--- src/rtl/fhc_pkg.sv ---
package fhc_pkg;
  typedef enum logic {
    HALT_IDLE = 1'b0,
    HALT_WAIT = 1'b1
  } halt_state_e;
endpackage

--- src/rtl/fhc_miss_table.sv ---
module fhc_miss_table #(
  parameter int ENTRIES = 8,
  parameter int ID_W    = 4,
  parameter int CNT_W   = 3,
  parameter int TAG_W   = 4
) (
  input  logic             clk,
  input  logic             rst,
  input  logic             acc_valid,
  input  logic             acc_flag,
  input  logic [ID_W-1:0]  acc_id,
  input  logic [CNT_W-1:0] acc_stride,
  input  logic             acc_miss,
  input  logic [TAG_W-1:0] acc_tag,
  output logic             crit,
  output logic [TAG_W-1:0] crit_tag
);
  localparam int PTR_W = (ENTRIES > 1) ? $clog2(ENTRIES) : 1;
  localparam logic [PTR_W-1:0] LAST_SLOT = PTR_W'(ENTRIES - 1);
  localparam logic [CNT_W-1:0] CNT_MAX = {CNT_W{1'b1}};

  logic [ENTRIES-1:0] ent_valid;
  logic [ID_W-1:0]    ent_id  [ENTRIES];
  logic [CNT_W-1:0]   ent_cnt [ENTRIES];
  logic [ENTRIES-1:0] hit_vec;
  logic [PTR_W-1:0]   rr_ptr;
  logic [CNT_W-1:0]   hit_cnt;
  logic               track, any_hit, alloc;

  assign track   = acc_valid && acc_flag;
  assign any_hit = |hit_vec;
  assign alloc   = track && !any_hit;

  always_comb begin
    hit_cnt = '0;
    for (int i = 0; i < ENTRIES; i++) begin
      if (hit_vec[i]) hit_cnt = hit_cnt | ent_cnt[i];
    end
  end

  assign crit     = track && any_hit && acc_miss && (hit_cnt == acc_stride);
  assign crit_tag = acc_tag;

  for (genvar g = 0; g < ENTRIES; g++) begin : g_ent
    assign hit_vec[g] = ent_valid[g] && (ent_id[g] == acc_id);

    always_ff @(posedge clk) begin
      if (rst) begin
        ent_valid[g] <= 1'b0;
        ent_id[g]    <= '0;
        ent_cnt[g]   <= '0;
      end else if (track && hit_vec[g]) begin
        if (acc_miss)                  ent_cnt[g] <= '0;
        else if (ent_cnt[g] != CNT_MAX) ent_cnt[g] <= ent_cnt[g] + 1'b1;
      end else if (alloc && (rr_ptr == PTR_W'(g))) begin
        ent_valid[g] <= 1'b1;
        ent_id[g]    <= acc_id;
        ent_cnt[g]   <= '0;
      end
    end
  end

  always_ff @(posedge clk) begin
    if (rst)        rr_ptr <= '0;
    else if (alloc) rr_ptr <= (rr_ptr == LAST_SLOT) ? '0 : rr_ptr + 1'b1;
  end

  AST_ONE_HIT: assert property (@(posedge clk) disable iff (rst)
    $onehot0(hit_vec));
  AST_PTR_RANGE: assert property (@(posedge clk) disable iff (rst)
    rr_ptr <= LAST_SLOT);
  AST_NO_CRIT_UNMARKED: assert property (@(posedge clk) disable iff (rst)
    !acc_flag |-> !crit);
endmodule

--- src/rtl/fhc_halt_fsm.sv ---
module fhc_halt_fsm #(
  parameter int TAG_W = 4
) (
  input  logic             clk,
  input  logic             rst,
  input  logic             crit,
  input  logic [TAG_W-1:0] crit_tag,
  input  logic             fill_valid,
  input  logic [TAG_W-1:0] fill_tag,
  input  logic             flush,
  output logic             halt
);
  import fhc_pkg::*;

  halt_state_e      state;
  logic [TAG_W-1:0] tag_q;
  logic             release_hit;

  assign release_hit = fill_valid && (fill_tag == tag_q);

  always_ff @(posedge clk) begin
    if (rst) begin
      state <= HALT_IDLE;
      tag_q <= '0;
    end else if (flush) begin
      state <= HALT_IDLE;
    end else begin
      case (state)
        HALT_IDLE: if (crit) begin
          state <= HALT_WAIT;
          tag_q <= crit_tag;
        end
        HALT_WAIT: if (release_hit) state <= HALT_IDLE;
        default:   state <= HALT_IDLE;
      endcase
    end
  end

  assign halt = (state == HALT_WAIT);

  AST_FLUSH_CLEARS: assert property (@(posedge clk) disable iff (rst)
    flush |=> !halt);
  AST_FILL_RELEASES: assert property (@(posedge clk) disable iff (rst)
    (halt && release_hit) |=> !halt);
  AST_HOLD_HALT: assert property (@(posedge clk) disable iff (rst)
    (halt && !release_hit && !flush) |=> halt);
  AST_TAG_KEPT: assert property (@(posedge clk) disable iff (rst)
    halt |=> (!halt || $stable(tag_q)));
  AST_SET_ON_CRIT: assert property (@(posedge clk) disable iff (rst)
    (!halt && crit && !flush) |=> (halt && tag_q == $past(crit_tag)));
endmodule

--- src/rtl/fetch_halt_ctrl.sv ---
module fetch_halt_ctrl #(
  parameter int ENTRIES = 8,
  parameter int ID_W    = 4,
  parameter int CNT_W   = 3,
  parameter int TAG_W   = 4
) (
  input  logic             clk,
  input  logic             rst,
  input  logic             acc_valid,
  input  logic             acc_flag,
  input  logic [ID_W-1:0]  acc_id,
  input  logic [CNT_W-1:0] acc_stride,
  input  logic             acc_miss,
  input  logic [TAG_W-1:0] acc_tag,
  input  logic             fill_valid,
  input  logic [TAG_W-1:0] fill_tag,
  input  logic             flush,
  output logic             fetch_halt
);
  logic             crit;
  logic [TAG_W-1:0] crit_tag;

  fhc_miss_table #(
    .ENTRIES(ENTRIES), .ID_W(ID_W), .CNT_W(CNT_W), .TAG_W(TAG_W)
  ) u_table (
    .clk(clk), .rst(rst),
    .acc_valid(acc_valid), .acc_flag(acc_flag), .acc_id(acc_id),
    .acc_stride(acc_stride), .acc_miss(acc_miss), .acc_tag(acc_tag),
    .crit(crit), .crit_tag(crit_tag)
  );

  fhc_halt_fsm #(.TAG_W(TAG_W)) u_fsm (
    .clk(clk), .rst(rst),
    .crit(crit), .crit_tag(crit_tag),
    .fill_valid(fill_valid), .fill_tag(fill_tag),
    .flush(flush), .halt(fetch_halt)
  );

  AST_QUIET_NO_MISS: assert property (@(posedge clk) disable iff (rst)
    (!fetch_halt && !(acc_valid && acc_flag && acc_miss)) |=> !fetch_halt);
endmodule

--- config.mk ---
export PLATFORM = sky130hd
export DESIGN_NAME = fetch_halt_ctrl
export DESIGN_NICKNAME = d
export VERILOG_FILES = /design/src/rtl/fhc_pkg.sv /design/src/rtl/fhc_miss_table.sv /design/src/rtl/fhc_halt_fsm.sv /design/src/rtl/fetch_halt_ctrl.sv
export SDC_FILE = /design/constraint.sdc
export NUM_CORES = 1
export LEC_CHECK = 0
export CAP_MARGIN = 20
export CORE_MARGIN = 5
export CORE_UTILIZATION = 45
export CTS_CLUSTER_SIZE = 8
export DETAILED_ROUTE_END_ITERATION = 8
export DONT_BUFFER_PORTS = 1
export MAX_ROUTING_LAYER = met4
export PLACE_DENSITY = 0.56
export RECOVER_POWER = 50
export SLEW_MARGIN = 30
export SYNTH_ARGS = -nofsm -noshare
export SYNTH_HDL_FRONTEND = slang
export SYNTH_SLANG_ARGS = --single-unit
--- constraint.sdc ---
create_clock -name clk -period 3.7 [get_ports clk]
set_clock_uncertainty 0.15 [all_clocks]
set_input_delay 0.74 -clock clk [delete_from_list [all_inputs] [get_ports clk]]
set_output_delay 0.74 -clock clk [all_outputs]
set_load 0.01 [all_outputs]
==> impl_metrics.json <==
{
  "outcome": "complete, no violations",
  "syn_inst": 352,
  "end_kind": "register",
  "leakagePower_nw": 1.724,
  "startpoint_type": "register",
  "ys_ff_latch": 72,
  "peakVddDrop_v": 0.0001500,
  "grt_max_degree": 18,
  "grt_pass1_wl_mm": 14.23,
  "die_h_um": 106.3,
  "cts_made_buffers": 9,
  "cts-hold-fix-buffers": 0,
  "routedWlPerCell_um": 18.97,
  "slew_viol_final": 0,
  "vias_per_cell": 5.647,
  "synth_top_family_by_area": "simple AND/OR/NAND/NOR gates",
  "fin_crit_ns": 2.929,
  "cts.reportedPaths.clkPinSlew_ns": 0.08,
  "cap_violations": 0,
  "post-cts-setup-buffer-count": 0,
  "fin_setup_tns_ns": 0,
  "drcViolationCount": 0,
  "synth_top_cell_by_area": "edfxtp_1",
  "relSlewSlack": 0.5053,
  "cp.arrival_ns": 3.00,
  "mostFrequentLayoutCells": "edfxtp_1 (56), xor2_1 (25), and2_1 (25)",
  "wirelength_mm": 8.820,
  "die_w_um": 106.3,
  "path_class": "reg2reg",
  "critPathRequiredTime_ns": 3.77,
  "synth-simple-area-share": 0.2412,
  "row_count": 35,
  "synth_compound_area_frac": 0.1034,
  "finalNetCount": 393,
  "stdcell_count": 465,
  "cts_tree": "built",
  "antenna_found_initial": 0,
  "syn_avg_cell_area_um2": 11.87,
  "grt_usage": 0.1699,
  "min_path_type": "in2reg",
  "cts_sinks": 72,
  "clock.fmax_mhz": 341.4,
  "ant_nets": 0,
  "yosys.cell_types.count": 53,
  "route.vias.total": 2626,
  "synth-xor-area-share": 0.07310,
  "synth_mux_area_frac": 0,
  "ys_warn_count": 0,
  "setup_viol": 0,
  "grt_pass1_vias": 2634,
  "grt_setup_unrepaired": "no",
  "antenna_cells": 0,
  "cts_max_level": 3,
  "fin_total_pwr_mw": 1.732,
  "port_buffers": 0,
  "drt_iter0_markers": 123,
  "syn_area_um2": 4177,
  "initial_core_util": 0.4563,
  "die_area_um2": 11310,
  "dpl.hpwl_mm": 6.686,
  "synthAdderAreaFrac": 0.06591,
  "nFillCells": 851,
  "hold_viol": 0,
  "powerDensity_nw_per_um2": 395.8,
  "finalCritPeriodShare": 0.7916,
  "worst-path-max-fanout": 7,
  "dr.pass1.iters": 4,
  "grt_overflow": 0,
  "cts-root-buf": "clkbuf_8",
  "core-area_um2": 9153,
  "dp.cells": 449,
  "synth_fp_nets": 396,
  "synth.top_cell.area_share": 0.4026,
  "cts_max_path_buffers": 2,
  "syn_to_final_growth_pct": 4.763,
  "drive_gt1_frac": 0.1045,
  "synth-seq-area-share": 0.4793,
  "insertion_delay_ns": 0.35,
  "max_slew.worst_pin.slew_ns": 0.7364,
  "ctsResizeCount": 0,
  "final_common_cell": "edfxtp_1",
  "io_pins": 23,
  "gp_congestion": 0.8732,
  "synth_area_leaders": "edfxtp_1 (40%), dfxtp_1 (7.7%), and2_1 (6.9%)"
}
-- synthesized netlist by cell type, drive strengths merged --
master,instances
o21a,2
edfxtp,56
o22ai,1
a2111oi,2
o211ai,1
a21o,8
o2111ai,2
nor3b,4
o21bai,5
and4,6
a31o,8
inv,11
nand2,12
a211oi,1
nor2,4
a21oi,6
or2,1
nand3,4
buf,10
ha,22
nand4,14
nor2b,8
a22o,1
a22oi,5
or4,1
nor3,18
nand3b,1
and2,46
xor2,25
xnor2,9
o21ai,5
and3,18
dfxtp,16
a41o,2
clkbuf,5
nor4,7
nand2b,5
-- metrics by stage --
stage	cell area (um2)	setup WS (ns)	hold WS, ns	util
final	4375	0.7712	0.2956	0.4781
after floorplan	4177	0.7896	0.2899	-
after detailed placement	4209	0.6119	0.3107	0.4599
after CTS	4431	0.9630	0.2814	0.4841
after global routing	4375	0.5738	0.2835	0.4781
after global placement	4209	0.6847	0.3071	0.4599
-- registers in the layout, summed over array words and instances (netlist names) --
signal	count
u_table.ent_id	32
u_table.ent_cnt	24
u_table.ent_valid	8
u_fsm.tag_q	4
u_table.rr_ptr	3
u_fsm.halt	1
-- layout make-up --
class,instances,area (um2),share of cell area
clock inverters,5,80.08,0.01830
multi-input cells,254,1968,0.4498
clock buffers,11,141.4,0.03231
repair buffers,1,3.754,0.0008579
inverters,11,41.29,0.009437
flip-flops and latches,72,2002,0.4575
well taps,111,138.9,0.03174
-- final timing paths --
check	slack (ns)	start	cells after the start	endpoint
max	0.77	u_table.ent_id[1][8]$_SDFFCE_PN0P_	8	u_table.ent_id[1][7]$_SDFFCE_PN0P_
min	0.30	flush	1	u_fsm.halt$_SDFF_PP0_
max reg2reg	0.77	u_table.ent_id[1][8]$_SDFFCE_PN0P_	8	u_table.ent_id[1][7]$_SDFFCE_PN0P_
min reg2reg	0.33	u_table.ent_valid[7]$_SDFFE_PP0P_	1	u_table.ent_valid[7]$_SDFFE_PP0P_
-- power by group --
part           switching [mW]  total [mW]  internal [mW]
combinational          0.0686       0.113         0.0440
clock                   0.301       0.699          0.397
sequential             0.0216       0.921          0.899
total                   0.391        1.73           1.34
-- cell families (layout without fill, tap and decap cells) --
kind of cell | after synthesis | count (layout)
AO/OA/AOI/OAI | 49 | 49
buffers and inverters | 26 | 28
flip-flops | 72 | 72
adder cells (fa/ha/maj) | 22 | 22
AND/OR/NAND/NOR | 149 | 149
XOR/XNOR | 34 | 34
-- critical path: stages (launching register included) --
cell and delay (ns):
edfxtp_1 0.39, xor2_1 0.17, nor3_1 0.11, and3_4 0.21
nor4_4 0.32, nand3_1 0.28, nor3_1 0.67, and3_1 0.34
and2_1 0.15
-- layer usage --
layer  vias up  part of all wire  GRT usage
met2        37              0.49     0.2670
met4         0             0.014    0.07771
li1       1294                 -          -
met3         9             0.037    0.02793
met1      1286              0.46     0.2157
met5         -                 0          -
Note: power is estimated with default switching activity, not from simulation.
